`config.mk`:
```
export PLATFORM = sky130hd
export DESIGN_NAME = bitwise_exec_unit
export DESIGN_NICKNAME = d
export VERILOG_FILES = /design/src/rtl/lu_pkg.sv /design/src/rtl/lu_operand_mux.sv /design/src/rtl/lu_logic_core.sv /design/src/rtl/lu_flag_gen.sv /design/src/rtl/bitwise_exec_unit.sv
export SDC_FILE = /design/constraint.sdc
export NUM_CORES = 1
export LEC_CHECK = 0
export ABC_AREA = 0
export BUFFER_PORTS_ARGS = -buffer_cell sky130_fd_sc_hd__buf_2
export CAP_MARGIN = 40
export CORE_MARGIN = 3
export CORE_UTILIZATION = 30
export DETAILED_ROUTE_END_ITERATION = 10
export PLACE_DENSITY = 0.56
export SLEW_MARGIN = 20
export SYNTH_ARGS = -nofsm -noshare
export SYNTH_HDL_FRONTEND = slang
export SYNTH_HIERARCHICAL = 1
export SYNTH_SLANG_ARGS = --single-unit
```
`constraint.sdc`:
```
create_clock -name clk -period 5.53 [get_ports clk]
set_clock_uncertainty 0.05 [all_clocks]
set_input_delay 0.553 -clock clk [delete_from_list [all_inputs] [get_ports clk]]
set_output_delay 0.553 -clock clk [all_outputs]
set_load 0.03 [all_outputs]
```
`src/rtl/lu_pkg.sv`:
```
package lu_pkg;

    localparam int unsigned LU_XLEN  = 64;
    localparam int unsigned LU_IMM_W = 16;
    localparam int unsigned LU_OP_W  = 5;
    localparam int unsigned LU_CC_W  = 4;

    typedef enum logic [LU_OP_W-1:0] {
        OP_ANDI    = 5'd0,
        OP_ORI     = 5'd1,
        OP_XORI    = 5'd2,
        OP_ANDI_HI = 5'd3,
        OP_ORI_HI  = 5'd4,
        OP_XORI_HI = 5'd5,
        OP_AND     = 5'd6,
        OP_OR      = 5'd7,
        OP_XOR     = 5'd8,
        OP_NAND    = 5'd9,
        OP_NOR     = 5'd10,
        OP_XNOR    = 5'd11,
        OP_ANDC    = 5'd12,
        OP_ORC     = 5'd13,
        OP_SX_B    = 5'd14,
        OP_SX_H    = 5'd15,
        OP_SX_W    = 5'd16
    } lu_op_e;

    localparam logic [LU_OP_W-1:0] OP_LAST_VALID = 5'd16;

    // Condition field layout: bit 3 LT, bit 2 GT, bit 1 EQ, bit 0 SO
    typedef struct packed {
        logic lt;
        logic gt;
        logic eq;
        logic so;
    } lu_cc_t;

    // Operation group used by operand selection and flag policy
    typedef enum logic [1:0] {
        GRP_IMM_AND = 2'd0,
        GRP_IMM_NOF = 2'd1,
        GRP_REC     = 2'd2,
        GRP_RSVD    = 2'd3
    } lu_grp_e;

    function automatic lu_grp_e lu_group(input logic [LU_OP_W-1:0] op);
        lu_grp_e g;
        if (op == OP_ANDI || op == OP_ANDI_HI) begin
            g = GRP_IMM_AND;
        end else if (op == OP_ORI || op == OP_XORI || op == OP_ORI_HI || op == OP_XORI_HI) begin
            g = GRP_IMM_NOF;
        end else if (op <= OP_LAST_VALID) begin
            g = GRP_REC;
        end else begin
            g = GRP_RSVD;
        end
        return g;
    endfunction

endpackage

```
`src/rtl/lu_operand_mux.sv`:
```
module lu_operand_mux
    import lu_pkg::*;
#(
    parameter int unsigned XLEN  = LU_XLEN,
    parameter int unsigned IMM_W = LU_IMM_W,
    parameter int unsigned OP_W  = LU_OP_W
) (
    input  logic [OP_W-1:0]  op_sel,
    input  logic [XLEN-1:0]  src_b,
    input  logic [IMM_W-1:0] imm,
    output logic [XLEN-1:0]  opnd_b
);
    localparam int unsigned LO_PAD = XLEN - IMM_W;
    localparam int unsigned HI_PAD = XLEN - 2*IMM_W;

    logic [XLEN-1:0] imm_lo;
    logic [XLEN-1:0] imm_hi;

    assign imm_lo = {{LO_PAD{1'b0}}, imm};
    assign imm_hi = {{HI_PAD{1'b0}}, imm, {IMM_W{1'b0}}};

    always_comb begin
        case (op_sel)
            OP_ANDI, OP_ORI, OP_XORI:          opnd_b = imm_lo;
            OP_ANDI_HI, OP_ORI_HI, OP_XORI_HI: opnd_b = imm_hi;
            default:                           opnd_b = src_b;
        endcase
    end
endmodule

```
`src/rtl/lu_logic_core.sv`:
```
module lu_logic_core
    import lu_pkg::*;
#(
    parameter int unsigned XLEN  = LU_XLEN,
    parameter int unsigned OP_W  = LU_OP_W,
    parameter int unsigned SX_W0 = 8,
    parameter int unsigned SX_W1 = 16,
    parameter int unsigned SX_W2 = 32
) (
    input  logic [OP_W-1:0] op_sel,
    input  logic [XLEN-1:0] opnd_a,
    input  logic [XLEN-1:0] opnd_b,
    output logic [XLEN-1:0] res
);
    localparam int unsigned N_SX = 3;

    logic [XLEN-1:0] sx_val [N_SX];

    for (genvar g = 0; g < N_SX; g++) begin : g_sx
        localparam int unsigned W = (g == 0) ? SX_W0 : ((g == 1) ? SX_W1 : SX_W2);
        assign sx_val[g] = {{(XLEN-W){opnd_a[W-1]}}, opnd_a[W-1:0]};
    end

    logic [XLEN-1:0] and_v, or_v, xor_v;
    assign and_v = opnd_a & opnd_b;
    assign or_v  = opnd_a | opnd_b;
    assign xor_v = opnd_a ^ opnd_b;

    always_comb begin
        case (op_sel)
            OP_ANDI, OP_ANDI_HI, OP_AND: res = and_v;
            OP_ORI, OP_ORI_HI, OP_OR:    res = or_v;
            OP_XORI, OP_XORI_HI, OP_XOR: res = xor_v;
            OP_NAND:                     res = ~and_v;
            OP_NOR:                      res = ~or_v;
            OP_XNOR:                     res = ~xor_v;
            OP_ANDC:                     res = opnd_a & ~opnd_b;
            OP_ORC:                      res = opnd_a | ~opnd_b;
            OP_SX_B:                     res = sx_val[0];
            OP_SX_H:                     res = sx_val[1];
            OP_SX_W:                     res = sx_val[2];
            default:                     res = '0;
        endcase
    end
endmodule

```
`src/rtl/lu_flag_gen.sv`:
```
module lu_flag_gen
    import lu_pkg::*;
#(
    parameter int unsigned XLEN = LU_XLEN,
    parameter int unsigned OP_W = LU_OP_W
) (
    input  logic [OP_W-1:0] op_sel,
    input  logic            rec_bit,
    input  logic            so_in,
    input  logic [XLEN-1:0] res,
    output lu_cc_t          cc,
    output logic            cc_we
);
    logic is_neg;
    logic is_zero;

    assign is_neg  = res[XLEN-1];
    assign is_zero = ~|res;

    always_comb begin
        cc.lt = is_neg;
        cc.gt = ~is_neg & ~is_zero;
        cc.eq = is_zero;
        cc.so = so_in;
        case (lu_group(op_sel))
            GRP_IMM_AND: cc_we = 1'b1;
            GRP_REC:     cc_we = rec_bit;
            default:     cc_we = 1'b0;
        endcase
    end
endmodule

```
`src/rtl/bitwise_exec_unit.sv`:
```
module bitwise_exec_unit
    import lu_pkg::*;
#(
    parameter int unsigned XLEN  = LU_XLEN,
    parameter int unsigned IMM_W = LU_IMM_W,
    parameter int unsigned OP_W  = LU_OP_W,
    parameter int unsigned CC_W  = LU_CC_W
) (
    input  logic             clk,
    input  logic             rst_n,
    input  logic             in_valid,
    input  logic [OP_W-1:0]  op_sel,
    input  logic             rec_bit,
    input  logic [XLEN-1:0]  src_a,
    input  logic [XLEN-1:0]  src_b,
    input  logic [IMM_W-1:0] imm16,
    input  logic             so_in,
    output logic             out_valid,
    output logic [XLEN-1:0]  result,
    output logic [CC_W-1:0]  cond,
    output logic             cond_we
);
    typedef struct packed {
        logic            vld;
        logic [XLEN-1:0] res;
        logic [CC_W-1:0] cc;
        logic            we;
    } stage_t;

    stage_t st_d, st_q;

    logic [XLEN-1:0] opnd_b;
    logic [XLEN-1:0] core_res;
    lu_cc_t          fl_cc;
    logic            fl_we;

    lu_operand_mux #(.XLEN(XLEN), .IMM_W(IMM_W), .OP_W(OP_W)) u_opnd (
        .op_sel (op_sel),
        .src_b  (src_b),
        .imm    (imm16),
        .opnd_b (opnd_b)
    );

    lu_logic_core #(.XLEN(XLEN), .OP_W(OP_W)) u_core (
        .op_sel (op_sel),
        .opnd_a (src_a),
        .opnd_b (opnd_b),
        .res    (core_res)
    );

    lu_flag_gen #(.XLEN(XLEN), .OP_W(OP_W)) u_flags (
        .op_sel  (op_sel),
        .rec_bit (rec_bit),
        .so_in   (so_in),
        .res     (core_res),
        .cc      (fl_cc),
        .cc_we   (fl_we)
    );

    always_comb begin
        st_d     = st_q;
        st_d.vld = in_valid;
        st_d.we  = 1'b0;
        st_d.cc  = '0;
        if (in_valid) begin
            st_d.res = core_res;
            st_d.we  = fl_we;
            st_d.cc  = fl_we ? CC_W'(fl_cc) : '0;
        end
    end

    always_ff @(posedge clk) begin
        if (!rst_n) begin
            st_q <= '0;
        end else begin
            st_q <= st_d;
        end
    end

    assign out_valid = st_q.vld;
    assign result    = st_q.res;
    assign cond      = st_q.cc;
    assign cond_we   = st_q.we;
endmodule

```
==> summary.md <==
| Metric | Value |
|---|---|
| Vias in the first global route | `11600` |
| Comb pwr share | `42.7%` |
| Synthesized Nets | `1879` |
| Yosys cell types | `59` |
| GP Congestion | `0.886` |
| Die area | `41200 sq um` |
| First-pass GRT wire length | `72100 um` |
| Worst reg2reg path depth | `2` |
| DRC Markers | `0` |
| Root Buffer | `clkbuf_16` |
| Switching share of total power | `slightly below 40%` |
| CP bufs+invs | `3` |
| Slowest cell on crit path | `nor4_1` |
| Initial antenna violation count | `8` |
| Post-synthesis compound-gate area fraction | `around a quarter` |
| Post-route ant nets | `0` |
| Core ar. | `37900 sq um` |
| DR iter-0 viols | `1187` |
| Synth Flop Type | `dfxtp_1` |
| CTS Hold Bufs | `0` |
| Height of the chip | `203 um` |
| Clock power frac | `about a third` |
| Postcts setup bufs | `0` |
| Critical Path Sink | `cond[2]` |
| CP arrival | `between 4000 and 5000 ps` |
| Fmax | `237 MHz` |
| Layout cells sized above 1 | `18.9%` |
| Post-synthesis sequential area ratio | `approximately 12%` |
| Status | `completed` |
| Pwr Total | `0.00220 W` |
| Io pins | `approximately 220` |
| Avg Cell Area, Syn | `between 7 and 8 sq um` |
| Hpwl dp | `~36000 um` |
| VDD IR max | `150 uV` |
| Synthesized cell area | `11600 sq um` |
| RSZ-0062 raised after global routing | `no` |
| Post-synthesis mux area share | `7.59%` |
| GR Overflow Total | `0` |
| Post-synthesis xor/xnor area fraction | `0.301%` |
| Main combinational cell family by area after synthesis | `adder cells` |
| Slew of the pin with the lowest slew margin | `between 800 and 900 ps` |
| Fin util | `35.9%` |
| Sequential power share | `25.6%` |
| PortBufs | `~220` |
| Initial Util | `between 30% and 40%` |
| # setup viols final | `0` |
| Total GRT Usage | `22.6%` |
| Setup WS pre-CTS | `966 ps` |
| PnR worst setup slack | `around 1300 ps` |
| DR WL/cell | `22.4 um` |
| Vias per std cell | `5.59` |
| # rows | `71` |
| Max Cap Viol | `0` |
| Count of final max-slew check failures | `0` |
| Syn. warnings | `6` |
| Total Routed Length | `48400 um` |
| Clock-pin slew on the worst setup and hold paths | `roughly 60 ps` |
| CTS tree | `built` |
| Clock Tree Buf Depth | `2` |
| Post-CTS Resized | `0` |
| Crit-path leading delay family | `simple AND/OR/NAND/NOR gates` |
| Flop-to-flop setup slack | `4740 ps` |
| Cts bufs inserted | `9` |
| Share of synthesized cell area in and, or, nand and nor gates | `between 10% and 20%` |
| Via count | `around 12000` |
| Area of the multi-input gates | `9170 sq um` |
| Syn Inst Count | `1469` |
| Post-synthesis adder-cell area fraction | `27.5%` |
| CP Max Fanout | `32` |
| Largest net degree at the start of global routing | `55` |
| Latest clock arrival within the worst-skew pair | `330 ps` |
| Register area | `around 1400 sq um` |
| Pwr per Cell Area | `162 nW/um^2` |
| Max-slew headroom | `42.9%` |
| Worst hold path type | `input pin to flop` |
| Hold Fails Final Rpt | `0` |
| H-tree levels | `3` |
| Number of enable flip-flop cells after synthesis | `0` |
| Worst R2R End | `result[40]` |
| Startpoint Class | `input pin` |
| Period utilization | `76.3%` |
| CP Class | `input pin to flop` |
| Worst Path Required | `5720 ps` |
| Fillers | `around 4000` |
| Worst stage delay on the critical path | `590 ps` |
| Commonest non-fill, non-tap cell in the layout | `ha_1` |
| Drt first pass iters | `6` |
| Setup crit end kind | `flop` |
| Cell Chain, Critical Path | `buf_2 -> a211o_2 -> buf_12 -> a22o_1 -> inv_1 -> ha_1 -> a221o_1 -> a211oi_1 -> nand4_1 -> nor4_1 -> nand4_1 -> nor4_2 -> nor2_1 -> and2_1` |
| Crit. path cell count | `14` |
| Most frequent cells in the layout | `ha_1 (256), buf_2 (224), inv_1 (129)` |
| Internal power | `roughly 0.0013 W` |
| Setup crit start | `op_sel[3]` |
| CTS sink cnt | `70` |
| Net switching power | `0.000861 W` |
| Crit path time final | `approximately 4200 ps` |
| Final Net Count | `around 2000` |
| Die width | `203 um` |
| #FFs+latches synth | `70` |
| Static Leak | `6.79 nW` |
| Layout area overhead | `17.0%` |
| Worst r2r src | `result[40]` |
| TNS Setup | `0 ps` |
| FFs w/ async S/R, synth | `0%` |
| Worst path most repeated cell | `nand4_1` |
[power by group through the flow]
stage	Combinational (W)	Sequential, W	Clock, W
global placement	0.000903	0.000576	0
global route	0.00102	0.000569	0.000737
detailed placement	0.000925	0.000576	0
floorplan	0.000530	0.000637	0
finish	0.000940	0.000565	0.000699
CTS	0.000930	0.000566	0.000714
[per-stage QoR]
| step | hold WS (ps) | std cells | area, sq um |
|---|---|---|---|
| 2_1_floorplan | 590 | 1469 | 11600 |
| 3_3_place_gp | 441 | 2136 | 13100 |
| 3_5_place_dp | 453 | 2144 | 13200 |
| 4_1_cts | 353 | 2160 | 13600 |
| 5_1_grt | 362 | 2161 | 13600 |
| 6_report | 364 | 2163 | 13600 |
[cell families (layout without fill, tap and decap cells)]
family	after synthesis	after routing
compound gates	378	378
xor+xnor	4	4
fa+ha+maj	256	256
buf+inv	236	417
flops	70	70
mux	88	88
other cells	0	2
simple gates	437	437
[cells in the mapped netlist, drive strengths merged (59+ instances only)]
master | number | area share, %
nor2b | 79 | 4.2
a221oi | 59 | 4.4
buf | 63 | 3.9
dfxtp | 70 | 12
a21oi | 60 | 2.6
o21ai | 59 | 2.5
mux2i | 86 | 7.4
nand2 | 65 | 2.1
ha | 256 | 28
inv | 129 | 4.2
nor2 | 110 | 3.6
[final cells by class]
cell class / instances / area share (%)
Multi-Input combinational cell: 1163 / 67.3
Timing Repair Buffer: 272 / 11.5
Sequential cell: 70 / 10.3
Tap cell: 511 / 4.70
Inverter: 129 / 3.56
Clock buffer: 11 / 1.86
Clock inverter: 5 / 0.772
Antenna cell: 2 / 0.0368
[sequential cells by signal, indices dropped and copies added, names as in the netlist]
signal,cells
cond_we,1
out_valid,1
result,64
cond,4
[per-layer routing]
metal	track usage (%)	part of all wire, %	vias up
met5	0	0.21	-
met4	6.24	2.8	12
met3	4.22	7.9	88
met2	37.7	46	580
met1	29.8	43	5769
li1	-	-	5639
[worst min-delay path by stage]
stage,from,to,slack [ps],cells after the start
after global routing,so_in,cond[0],360,2
after CTS,so_in,cond[0],350,2
after detailed placement,result[30],result[30],450,2
final,so_in,cond[0],360,2
after global placement,result[17],result[17],440,2
after floorplan,result[0],result[0],590,2
Power figures use the tool's default switching activity.
